--- config.mk ---
export PLATFORM = sky130hd
export DESIGN_NAME = gpio_edge_ctrl
export DESIGN_NICKNAME = d
export VERILOG_FILES = /design/src/rtl/gpio_edge_pkg.sv /design/src/rtl/gpio_edge_dec.sv /design/src/rtl/gpio_in_sync.sv /design/src/rtl/gpio_evt_bank.sv /design/src/rtl/gpio_edge_ctrl.sv
export SDC_FILE = /design/constraint.sdc
export NUM_CORES = 1
export LEC_CHECK = 0
export ABC_CLOCK_PERIOD_IN_PS = 1800
export BUFFER_PORTS_ARGS = -buffer_cell sky130_fd_sc_hd__clkbuf_2
export CELL_PAD_IN_SITES_DETAIL_PLACEMENT = 1
export CELL_PAD_IN_SITES_GLOBAL_PLACEMENT = 1
export CORE_ASPECT_RATIO = 0.75
export CORE_UTILIZATION = 39
export DETAILED_ROUTE_END_ITERATION = 16
export PLACE_DENSITY = 0.81
export SYNTH_ARGS = -nofsm -noshare
export SYNTH_HDL_FRONTEND = slang
export SYNTH_SLANG_ARGS = --single-unit
--- constraint.sdc ---
create_clock -name clk -period 1.8 [get_ports clk]
set_input_delay 0.36 -clock clk [delete_from_list [all_inputs] [get_ports clk]]
set_output_delay 0.36 -clock clk [all_outputs]
set_load 0.05 [all_outputs]
--- src/rtl/gpio_edge_pkg.sv ---
package gpio_edge_pkg;
  localparam int GPIO_PINS = 32;
  localparam int GPIO_AW   = 5;

  localparam logic [7:0] OFS_DIR = 8'h00;
  localparam logic [7:0] OFS_ODE = 8'h04;
  localparam logic [7:0] OFS_DAT = 8'h08;
  localparam logic [7:0] OFS_EVT = 8'h0C;
  localparam logic [7:0] OFS_MSK = 8'h10;
  localparam logic [7:0] OFS_CTL = 8'h14;

  typedef enum logic [2:0] {
    SEL_NONE, SEL_DIR, SEL_ODE, SEL_DAT, SEL_EVT, SEL_MSK, SEL_CTL
  } reg_sel_e;

  // One pin: did the synchronized level move in a way the pin listens for?
  function automatic logic edge_seen(logic prev, logic cur, logic fall_only);
    return (prev & ~cur) | (~prev & cur & ~fall_only);
  endfunction

  // One pin: value seen by a data read
  function automatic logic view_bit(logic is_out, logic latch, logic level);
    return is_out ? latch : level;
  endfunction

  // One pin: drive enable, open-drain releases a latched one
  function automatic logic drive_bit(logic is_out, logic od, logic latch);
    return is_out & ~(od & latch);
  endfunction
endpackage

--- src/rtl/gpio_edge_dec.sv ---
module gpio_edge_dec
  import gpio_edge_pkg::*;
#(
  parameter int ADDR_W = GPIO_AW
) (
  input  logic [ADDR_W-1:0] addr,
  output reg_sel_e          sel
);
  always_comb begin
    if      (addr == ADDR_W'(OFS_DIR)) sel = SEL_DIR;
    else if (addr == ADDR_W'(OFS_ODE)) sel = SEL_ODE;
    else if (addr == ADDR_W'(OFS_DAT)) sel = SEL_DAT;
    else if (addr == ADDR_W'(OFS_EVT)) sel = SEL_EVT;
    else if (addr == ADDR_W'(OFS_MSK)) sel = SEL_MSK;
    else if (addr == ADDR_W'(OFS_CTL)) sel = SEL_CTL;
    else                               sel = SEL_NONE;
  end
endmodule

--- src/rtl/gpio_in_sync.sv ---
module gpio_in_sync
  import gpio_edge_pkg::*;
#(
  parameter int NPINS = GPIO_PINS
) (
  input  logic             clk,
  input  logic             rst_n,
  input  logic [NPINS-1:0] pad_in,
  input  logic [NPINS-1:0] fall_only,
  output logic [NPINS-1:0] sync_lvl,
  output logic [NPINS-1:0] edge_hit
);
  logic [NPINS-1:0] meta_q, lvl_q, prev_q;

  always_ff @(posedge clk) begin
    if (!rst_n) begin
      meta_q <= '0;
      lvl_q  <= '0;
      prev_q <= '0;
    end else begin
      meta_q <= pad_in;
      lvl_q  <= meta_q;
      prev_q <= lvl_q;
    end
  end

  assign sync_lvl = lvl_q;

  for (genvar p = 0; p < NPINS; p++) begin : g_pin
    assign edge_hit[p] = edge_seen(prev_q[p], lvl_q[p], fall_only[p]);
  end
endmodule

--- src/rtl/gpio_evt_bank.sv ---
module gpio_evt_bank
  import gpio_edge_pkg::*;
#(
  parameter int NPINS = GPIO_PINS
) (
  input  logic             clk,
  input  logic             rst_n,
  input  logic [NPINS-1:0] edge_hit,
  input  logic [NPINS-1:0] clr_mask,
  input  logic [NPINS-1:0] enable,
  output logic [NPINS-1:0] evt_q,
  output logic             irq
);
  always_ff @(posedge clk) begin
    if (!rst_n) evt_q <= '0;
    else        evt_q <= (evt_q & ~clr_mask) | edge_hit;  // set beats clear
  end

  assign irq = |(evt_q & enable);
endmodule

--- src/rtl/gpio_edge_ctrl.sv ---
module gpio_edge_ctrl
  import gpio_edge_pkg::*;
#(
  parameter int NPINS  = GPIO_PINS,
  parameter int ADDR_W = GPIO_AW
) (
  input  logic              clk,
  input  logic              rst_n,
  input  logic              bus_wen,
  input  logic [ADDR_W-1:0] bus_addr,
  input  logic [NPINS-1:0]  bus_wdata,
  output logic [NPINS-1:0]  bus_rdata,
  input  logic [NPINS-1:0]  pad_in,
  output logic [NPINS-1:0]  pad_out,
  output logic [NPINS-1:0]  pad_oe,
  output logic              irq
);
  reg_sel_e         sel;
  logic [NPINS-1:0] dir_q, odr_q, dat_q, msk_q, ctl_q;
  logic [NPINS-1:0] sync_lvl, edge_hit, evt_q, evt_clr, data_view;

  gpio_edge_dec #(.ADDR_W(ADDR_W)) dec_i (.addr(bus_addr), .sel(sel));

  always_ff @(posedge clk) begin
    if (!rst_n) begin
      dir_q <= '0;
      odr_q <= '0;
      dat_q <= '0;
      msk_q <= '0;
      ctl_q <= '0;
    end else if (bus_wen) begin
      unique case (sel)
        SEL_DIR: dir_q <= bus_wdata;
        SEL_ODE: odr_q <= bus_wdata;
        SEL_DAT: dat_q <= bus_wdata;
        SEL_MSK: msk_q <= bus_wdata;
        SEL_CTL: ctl_q <= bus_wdata;
        default: ;
      endcase
    end
  end

  assign evt_clr = (bus_wen && sel == SEL_EVT) ? bus_wdata : '0;

  gpio_in_sync #(.NPINS(NPINS)) sync_i (
    .clk(clk), .rst_n(rst_n), .pad_in(pad_in), .fall_only(ctl_q),
    .sync_lvl(sync_lvl), .edge_hit(edge_hit)
  );

  gpio_evt_bank #(.NPINS(NPINS)) evt_i (
    .clk(clk), .rst_n(rst_n), .edge_hit(edge_hit), .clr_mask(evt_clr),
    .enable(msk_q), .evt_q(evt_q), .irq(irq)
  );

  for (genvar p = 0; p < NPINS; p++) begin : g_pad
    assign pad_out[p]   = dir_q[p] & dat_q[p];
    assign pad_oe[p]    = drive_bit(dir_q[p], odr_q[p], dat_q[p]);
    assign data_view[p] = view_bit(dir_q[p], dat_q[p], sync_lvl[p]);
  end

  always_comb begin
    unique case (sel)
      SEL_DIR: bus_rdata = dir_q;
      SEL_ODE: bus_rdata = odr_q;
      SEL_DAT: bus_rdata = data_view;
      SEL_EVT: bus_rdata = evt_q;
      SEL_MSK: bus_rdata = msk_q;
      SEL_CTL: bus_rdata = ctl_q;
      default: bus_rdata = '0;
    endcase
  end
endmodule

Word level (Yosys, flattened, before mapping)
Cells that the tools add are included.
- equal/unequal tests: 11
- mux-type cells: 40
- bitwise logic cells: 356
- reductions and logical operators: 8
- operators by type and width (kind ; count):
    $and 1x1->1 ; 192
    $pmux 32 s6 ; 1
    $not 1->1 ; 128
    $and 32x32->32 ; 2
    $mux 1 ; 32
    $mux 32 ; 1
    $not 32->32 ; 1
    $or 1x1->1 ; 32
    $or 32x32->32 ; 1
    $reduce_or 32->1 ; 1
    $mux 3 ; 6
    $eq 5x4->1 const B ; 2
    $eq 5x5->1 const B ; 2
    $reduce_and 2->1 ; 5
    $eq 3x3->1 const B ; 3
    $eq 3x2->1 const B ; 2
    $eq 5x3->1 const B ; 1
    $logic_not 5->1 ; 1
    $eq 3x1->1 const B ; 1
    $logic_and 1x1->1 ; 1
- bits in registers: 288
- input bits: 72
- output and inout port bits: 97
- logic and storage cells: 424

Logic depth before layout (Yosys ltp)
Gate-level depths: netlist (run 1).
- depth after elaboration: 13
- gate-level depth with buffers: 7
- gate-level depth less buffers: 4

By module
A second synthesis (run 1) with hierarchy kept.
- cell total of the unflattened synthesis: 1444
- area, all modules: 12907.4 um^2
- modules (own cells, without submodules) (module ; times used ; cells each ; area each (um^2) ; sequential area each (um^2)):
    gpio_edge_ctrl ; 1 ; 1051 ; 8470.6 ; 3203.1
    gpio_in_sync ; 1 ; 266 ; 3124.2 ; 1921.8
    gpio_evt_bank ; 1 ; 120 ; 1255.0 ; 640.6
    gpio_edge_dec ; 1 ; 7 ; 57.6 ; 0.0

Least setup slack after synthesis (run 1)
Ideal clock, no wire load.
- path kind: in2out
- from: input port bus_addr[2]
- to: output port bus_rdata[0]
- data arrival time: 1714 ps
- data required time: 1440 ps
- path slack: -274 ps
- stages on the path: 4
- buffers on the path: 2
- cells stage by stage: buf_2 -> buf_4 -> mux4_2 -> a22o_1
- word-level cells in the longest chain between the ends: 9
- elaborated cells between the ends (all ways): 19
- those cells by class: 11 x eq/ne; 7 x mux; 1 x reduce/logical
- ends and longest elaborated chain (what ; line ; source):
    start: declaration ; gpio_edge_ctrl.sv:10 ; input logic [ADDR_W-1:0] bus_addr,
    $eq 5x5->1 ; gpio_edge_dec.sv:15 ; else if (addr == ADDR_W'(OFS_CTL)) sel = SEL_CTL;
    $mux 3 ; gpio_edge_dec.sv:15 ;
    $mux 3 ; gpio_edge_dec.sv:14 ; else if (addr == ADDR_W'(OFS_MSK)) sel = SEL_MSK;
    $mux 3 ; gpio_edge_dec.sv:13 ; else if (addr == ADDR_W'(OFS_EVT)) sel = SEL_EVT;
    $mux 3 ; gpio_edge_dec.sv:12 ; else if (addr == ADDR_W'(OFS_DAT)) sel = SEL_DAT;
    $mux 3 ; gpio_edge_dec.sv:11 ; else if (addr == ADDR_W'(OFS_ODE)) sel = SEL_ODE;
    $mux 3 (*) ; gpio_edge_dec.sv:10 ; if (addr == ADDR_W'(OFS_DIR)) sel = SEL_DIR;
    $eq 3x3->1, or another cell as far along ; gpio_edge_ctrl.sv:62 ; unique case (sel)
    $pmux 32 s6 (*) ; gpio_edge_ctrl.sv:62 ;
    end: declaration ; gpio_edge_ctrl.sv:12 ; output logic [NPINS-1:0] bus_rdata,
Mark *: on every way between the ends. The rest lies on a longest branch, timed or not.

Worst setup path after layout (run 1)
- from: register msk_q[29]
- to: output port irq
- word-level cells in the longest chain between the ends: 2
- ends and longest elaborated chain (what ; line ; source):
    start: declaration ; gpio_edge_ctrl.sv:19 ; logic [NPINS-1:0] dir_q, odr_q, dat_q, msk_q, ctl_q;
    start signal: assignment ; gpio_edge_ctrl.sv:36 ; SEL_MSK: msk_q <= bus_wdata;
    $and 32x32->32 ; gpio_evt_bank.sv:19 ; assign irq = |(evt_q & enable);
    $reduce_or 32->1 ; gpio_evt_bank.sv:19 ;
    end: declaration ; gpio_edge_ctrl.sv:16 ; output logic irq
No other way between the ends.

==> metrics.yaml, run 1 <==
run_status:
  status: "complete, but fails checks"
  violations: "negative setup slack"
power:
  power_density_mw_per_mm2: 887
  vdd_ir_drop_max_v: 0.000458
  sw_frac_of_total_pct: 22.8
  seqPwrFrac_pct: 44.6
  p_int_mw: 11.5
  p_switching_mw: 3.41
  combPwrFrac_pct: 7.4
  clockPowerShare_pct: 47.9
  power.static_leakage_nw: 6.72
hold_path:
  hp-start: "pad_in[15]"
  whs_endpoint: "sync_i.meta_q[15]$_SDFF_PN0_"
  min_path_type: "in -> reg"
  hold_depth: 2
clocking:
  cts_tree: "built"
  cts_root_buffer: "clkbuf_16"
  path_clk_slew_ns: 0.06
  numCtsBuffers: 29
  htree_levels: 1
  insertion_delay_ns: 0.56
  clock_path_buffers: 3
  cts.sinks: 288
timing:
  relSlewSlack_pct: 74.5
  timing.final.ws_setup_ns: -0.595
  worst_pin_slew_ns: 0.378
  fin_worst_skew_ns: 0.0131
  hold_viol_final: 0
  holdWs_ns: 0.0113
  timing.final.crit_share_pct: 133
  fmax_mhz: 418
  maxSlewViolCount: 0
  rsz0062_at_grt: "yes"
  setup_viol: 33
  min_period_ns: 2.39
layout:
  areaGrowthSynthToFinish_pct: 36.8
  nets: 1724
  layout-drive-gt1-share_pct: 29.3
  design_area_sq_mm: 0.0169
  final.fill_count: 3441
critical_path:
  cp_slowest_stage_delay_ns: 0.54
  r2r_slack_ns: 0.78
  crit_arrival_ns: 2.03
  start_kind: "flip-flop"
  cp_cell_sequence: "a22oi_2 -> buf_4 -> nand4_1 -> or4_4 -> buf_12"
  slowest_stage: "or4_4"
  r2r_start: "msk_q[10]$_SDFFE_PN0P_"
  path_class: "reg -> out"
  crit_required_ns: 1.44
  reg2reg_depth: 6
  cp_max_fo: 2
  endpoint_kind: "output port"
  reg2reg_to: "msk_q[10]$_SDFFE_PN0P_"
grt:
  grt_pass1_wl_microns: 69600
  grt_pass1_vias: 12000
  antenna_found_initial: 1
  grt_use_total_pct: 27.8
  grt_max_degree: 93
  gr-total-overflow: 0
yosys:
  ys_seq_area_share_pct: 46.8
  yosysTopAreaCellShare_pct: 46.8
  syn_area_sq_mm: 0.0123
  synth_area_per_cell_sq_um: 8.70
  synth_top_area_cell: "dfxtp_1"
  yosys_warnings: 0
  synthTopCellsByArea: "dfxtp_1 (47%), nand2_1 (9.8%), a21boi_1 (9.4%)"
  syn-num-nets: 1488
  ys_ff_latch: 288
  synth_cell_types: 35
  synthCells: 1416
floorplanning:
  ios: 169
  rows: 55
  initial_utilization_pct: 40.2
  coreArea_sq_mm: 0.0306
  dieArea_sq_mm: 0.0323
  die_h_microns: 156
  die_x_microns: 207
job:
  drv_cap: 0
drt:
  totalWireLength_microns: 45300
  viasPerCell: 5.51
  drt_drc_violations_left: 0
  vias: 11400
  drt-initial-drc-count: 783
  dr.pass1.iters: 4
  drt-wirelength-per-cell_microns: 21.9
  ant_nets: 0
placed_design:
  routabilityCongestion: 0.811
  hpwlAfterDp_microns: 30700
  placed_area_sq_mm: 0.0150
  preCtsSetupSlack_ns: -0.334
  port_buffers: 168
## synth_stat cells (all sizes together)
cell and n:
nand2 321, dfxtp 288, a21boi 161, and2 128, o21ai 95, clkbuf 66
inv 64, a21oi 63, nand3 38, nor2 34, a22o 31, mux2i 31
mux4 31, buf 28, a22oi 16, nand4 4, nor3 3, mux2 2
nand3b 2, or3 2, a2111o 1, and3 1, and4b 1, nand2b 1
nand4b 1, nor4b 1, or2 1, or4 1
## cell usage in the layout (no fill, tap or decap), types with 2 or more instances in the layout
cell and instances:
buf_8 2, o21ai_0 31, o21ai_1 64, dfxtp_2 57, buf_12 51, nand3_1 37
mux4_2 31, a22o_4 31, clkbuf_8 17, buf_6 25, a21boi_1 154, dfxtp_1 228
buf_4 100, a21oi_1 54, dfxtp_4 3, a22oi_2 4, clkbuf_2 84, nand4_1 4
a21oi_2 8, nor2_1 33, buf_2 6, inv_1 64, mux2i_1 31, clkinv_2 5
a22oi_1 12, dlygate4sd3_1 7, a21boi_0 6, nand2_1 320, clkbuf_16 29, clkinvlp_4 2
bufinv_16 9, nand3b_1 2, and2_1 127, nor3_4 2, clkbuf_4 14
## power groups by stage
stage / sequential (mW) / combinational [mW] / clock (mW)
floorplan: 6.75 / 0.587 / 0
global placement: 6.80 / 1.02 / 0
detailed placement: 6.81 / 1.06 / 0
CTS: 6.67 / 1.09 / 7.24
global route: 6.68 / 1.19 / 7.54
finish: 6.68 / 1.11 / 7.17
## worst max path at each step
stage	depth (start not counted)	end	startpoint	slack, ns
4_1_cts	5	irq	msk_q[30]$_SDFFE_PN0P_	-0.64
6_report	5	irq	msk_q[29]$_SDFFE_PN0P_	-0.59
3_5_place_dp	5	bus_rdata[7]	bus_addr[2]	-0.33
3_3_place_gp	5	bus_rdata[15]	bus_addr[2]	-0.33
5_1_grt	5	irq	msk_q[29]$_SDFFE_PN0P_	-0.64
2_1_floorplan	4	bus_rdata[0]	bus_addr[2]	-0.01
## layer usage
layer / wire, microns / GRT usage (%) / vias up
li1: - / - / 5237
met3: 2550 / 5.01 / 84
met5: 0 / 0 / -
met2: 21400 / 46.3 / 351
met4: 1140 / 9.84 / 0
met1: 20300 / 36.4 / 5762
## state kept, by name, summed over array words and instances, names as in the netlist
name             flops
odr_q               32
sync_i.prev_q       32
evt_i.evt_q         32
sync_i.meta_q       32
dir_q               32
dat_q               32
ctl_q               32
msk_q               32
sync_i.sync_lvl     32
## cell families (layout without fill, tap and decap cells)
kind of cell | count (synthesis) | count (layout) | synth area share [%]
and+or+nand+nor | 539 | 539 | 20.1
AOI/OAI and AO/OA | 367 | 367 | 19.5
DFF | 288 | 288 | 46.8
buffers and inverters | 158 | 416 | 5.29
muxes | 64 | 64 | 8.36
other | 0 | 1 | 0
## critical path, delay by kind of cell, from the launching register on
| family | cells | cell delay [ns] |
|---|---|---|
| flops | 1 | 0.33 |
| simple gates | 2 | 0.63 |
| buf+inv | 2 | 0.33 |
| compound gates | 1 | 0.20 |
## cell type report
cell class | instances | area (sq um) | share of cell area [%]
multi-input cells | 970 | 6280 | 37.3
flip-flops and latches | 288 | 5850 | 34.7
repair buffers | 299 | 2850 | 16.9
clock buffers | 37 | 826 | 4.90
well taps | 399 | 499 | 2.96
clock inverters | 16 | 310 | 1.84
inverters | 64 | 240 | 1.43
diodes | 1 | 2.50 | 0.0148
## metrics by stage
| step | util, % | power, mW | TNS, ns | instances |
|---|---|---|---|---|
| 6_report | 55.0 | 15.0 | -14.26 | 2074 |
| 3_3_place_gp | 49.1 | 7.82 | -12.13 | 1995 |
| 2_1_floorplan | - | 7.34 | -0.0975 | 1416 |
| 4_1_cts | 54.5 | 15.0 | -15.03 | 2066 |
| 5_1_grt | 55.0 | 15.4 | -15.51 | 2073 |
| 3_5_place_dp | 49.1 | 7.87 | -17.64 | 1995 |
## what timing repair did
item / 4_1_cts / 5_1_grt
setup buffers: 11 / 8
pin swaps: 29 / 18
setup endpoints to repair: 69 / 75
endpoints found under the hold margin: 7 / 0
resized for setup: 131 / 78
hold buffers: 7 / 0
Note: power is estimated with default switching activity, not from simulation.
==> run 2: changes to the inputs <==
REMOVE_ABC_BUFFERS = 1   (was not set)
==> metrics.yaml, run 2 (synthesized netlist as in run 1, its figures left out) <==
drt:
  drt-wirelength-per-cell_microns: 19.7
  ant_nets: 0
  dr.pass1.iters: 4
  drt_drc_violations_left: 0
  drt-initial-drc-count: 707
  totalWireLength_microns: 41400
  viasPerCell: 5.34
  vias: 11200
layout:
  final.fill_count: 3528
  layout_commonest_cell: "nand2_1"
  nets: 1746
  layout-drive-gt1-share_pct: 27.5
  design_area_sq_mm: 0.0167
  most-common-layout-cells: "nand2_1 (320), dfxtp_1 (233), a21boi_1 (155)"
  stdcell_count: 2097
  final_core_utilization_pct: 54.7
  areaGrowthSynthToFinish_pct: 35.9
timing:
  maxSlewViolCount: 0
  timing.final.ws_setup_ns: -0.682
  min_period_ns: 2.48
  rsz0062_at_grt: "yes"
  setup_viol: 33
  worst_pin_slew_ns: 0.416
  fmax_mhz: 403
  relSlewSlack_pct: 72.3
  hold_viol_final: 0
  timing.final.crit_share_pct: 138
  fin_worst_skew_ns: 0.0247
grt:
  gr-total-overflow: 0
  grt_use_total_pct: 25.7
  grt_pass1_vias: 11800
  antenna_found_initial: 2
  met1_usage_pct: 33.4
  use_met3_pct: 3.80
  met2_usage_pct: 45.0
  top_usage_layer: "met2"
  grt_max_degree: 79
  grt_pass1_wl_microns: 65700
power:
  vdd_ir_drop_max_v: 0.000683
  sw_frac_of_total_pct: 23.7
  clockPowerShare_pct: 43.9
  combPwrFrac_pct: 8.1
  power_density_mw_per_mm2: 827
  seqPwrFrac_pct: 48.0
  power.static_leakage_nw: 6.58
  p_switching_mw: 3.28
  total_power_mw: 13.9
  p_int_mw: 10.6
critical_path:
  cp_slowest_stage_delay_ns: 0.57
  crit_arrival_ns: 2.12
  critical-path-top-delay-family: "simple AND/OR/NAND/NOR gates"
  cp_cell_sequence: "a22oi_1 -> nand4_1 -> or4_4 -> buf_8"
  path_class: "reg -> out"
  start_kind: "flip-flop"
  crit_required_ns: 1.44
  cp_max_fo: 2
  endpoint_kind: "output port"
  cp.buffers_inverters: 1
  slowest_stage: "or4_4"
floorplanning:
  ios: 169
  rows: 55
  die_h_microns: 156
  coreArea_sq_mm: 0.0306
  dieArea_sq_mm: 0.0323
  die_x_microns: 207
  initial_utilization_pct: 40.2
run_status:
  status: "complete, but fails checks"
  violations: "negative setup slack"
clocking:
  path_clk_slew_ns: 0.06
  insertion_delay_ns: 0.58
  numCtsBuffers: 29
  cts.sinks: 288
  cts_tree: "built"
  htree_levels: 1
  clock_path_buffers: 3
  cts_root_buffer: "clkbuf_16"
placed_design:
  hpwlAfterDp_microns: 27800
  numPlacedInstances: 2014
  placed_area_sq_mm: 0.0149
  routabilityCongestion: 0.799
  port_buffers: 168
hold_path:
  min_path_type: "in -> reg"
job:
  drv_cap: 0
[run 2: area by class of cell]
type	count	area [sq um]	share of cell area (%)
inverter	64	240	1.43
clock buffer	44	842	5.03
clock inverter	9	103	0.613
timing repair buffer	321	3140	18.8
antenna	2	5.00	0.0299
tap	399	499	2.98
multi-input combinational	970	6080	36.3
sequential	288	5830	34.8
[run 2: worst paths after layout]
check	to	slack (ns)	startpoint	cells after the start
max	irq	-0.68	msk_q[29]$_SDFFE_PN0P_	4
min	sync_i.meta_q[19]$_SDFF_PN0_	0.01	pad_in[19]	2
max reg2reg	evt_i.evt_q[13]$_SDFF_PN0_	0.94	sync_i.sync_lvl[13]$_SDFF_PN0_	2
min reg2reg	sync_i.sync_lvl[20]$_SDFF_PN0_	0.43	sync_i.meta_q[20]$_SDFF_PN0_	1
[run 2: worst reg2reg max path, delay by kind of cell, from the launching register on]
family / cells / cell delay [ns]
mux: 1 / 0.23
flops: 1 / 0.44
compound gates: 1 / 0.08
[run 2: repair_timing]
item / CTS / global route
endpoints found under the hold margin: 22 / 0
setup buffers: 7 / 1
pin swaps: 35 / 2
setup endpoints to repair: 74 / 82
hold buffers: 22 / 0
gates resized for setup: 156 / 80
[run 2: routing by layer]
layer / up-vias / share of wire [%]
li1: 5285 / -
met1: 5593 / 46
met2: 244 / 48
met3: 70 / 3.8
met4: 0 / 2.4
met5: - / 0
[run 2: stage by stage]
| stage | hold slack [ns] | worst slack (ns) | TNS (ns) |
|---|---|---|---|
| floorplan | 0.412 | -1.46 | -174.61 |
| global placement | 0.415 | -0.375 | -23.92 |
| detailed placement | 0.421 | -0.389 | -34.86 |
| CTS | 0.000652 | -0.714 | -14.80 |
| global route | 0.00853 | -0.726 | -15.74 |
| finish | 0.0141 | -0.682 | -14.32 |
[run 2: power groups by stage]
stage                     Sequential [mW]  Clock (mW)  Combinational (mW)
final                                6.65        6.09                1.12
after floorplan                      6.75           0               0.417
after global placement               6.77           0                1.01
after detailed placement             6.78           0                1.04
after CTS                            6.65        6.18                1.11
after global routing                 6.66        6.47                1.21
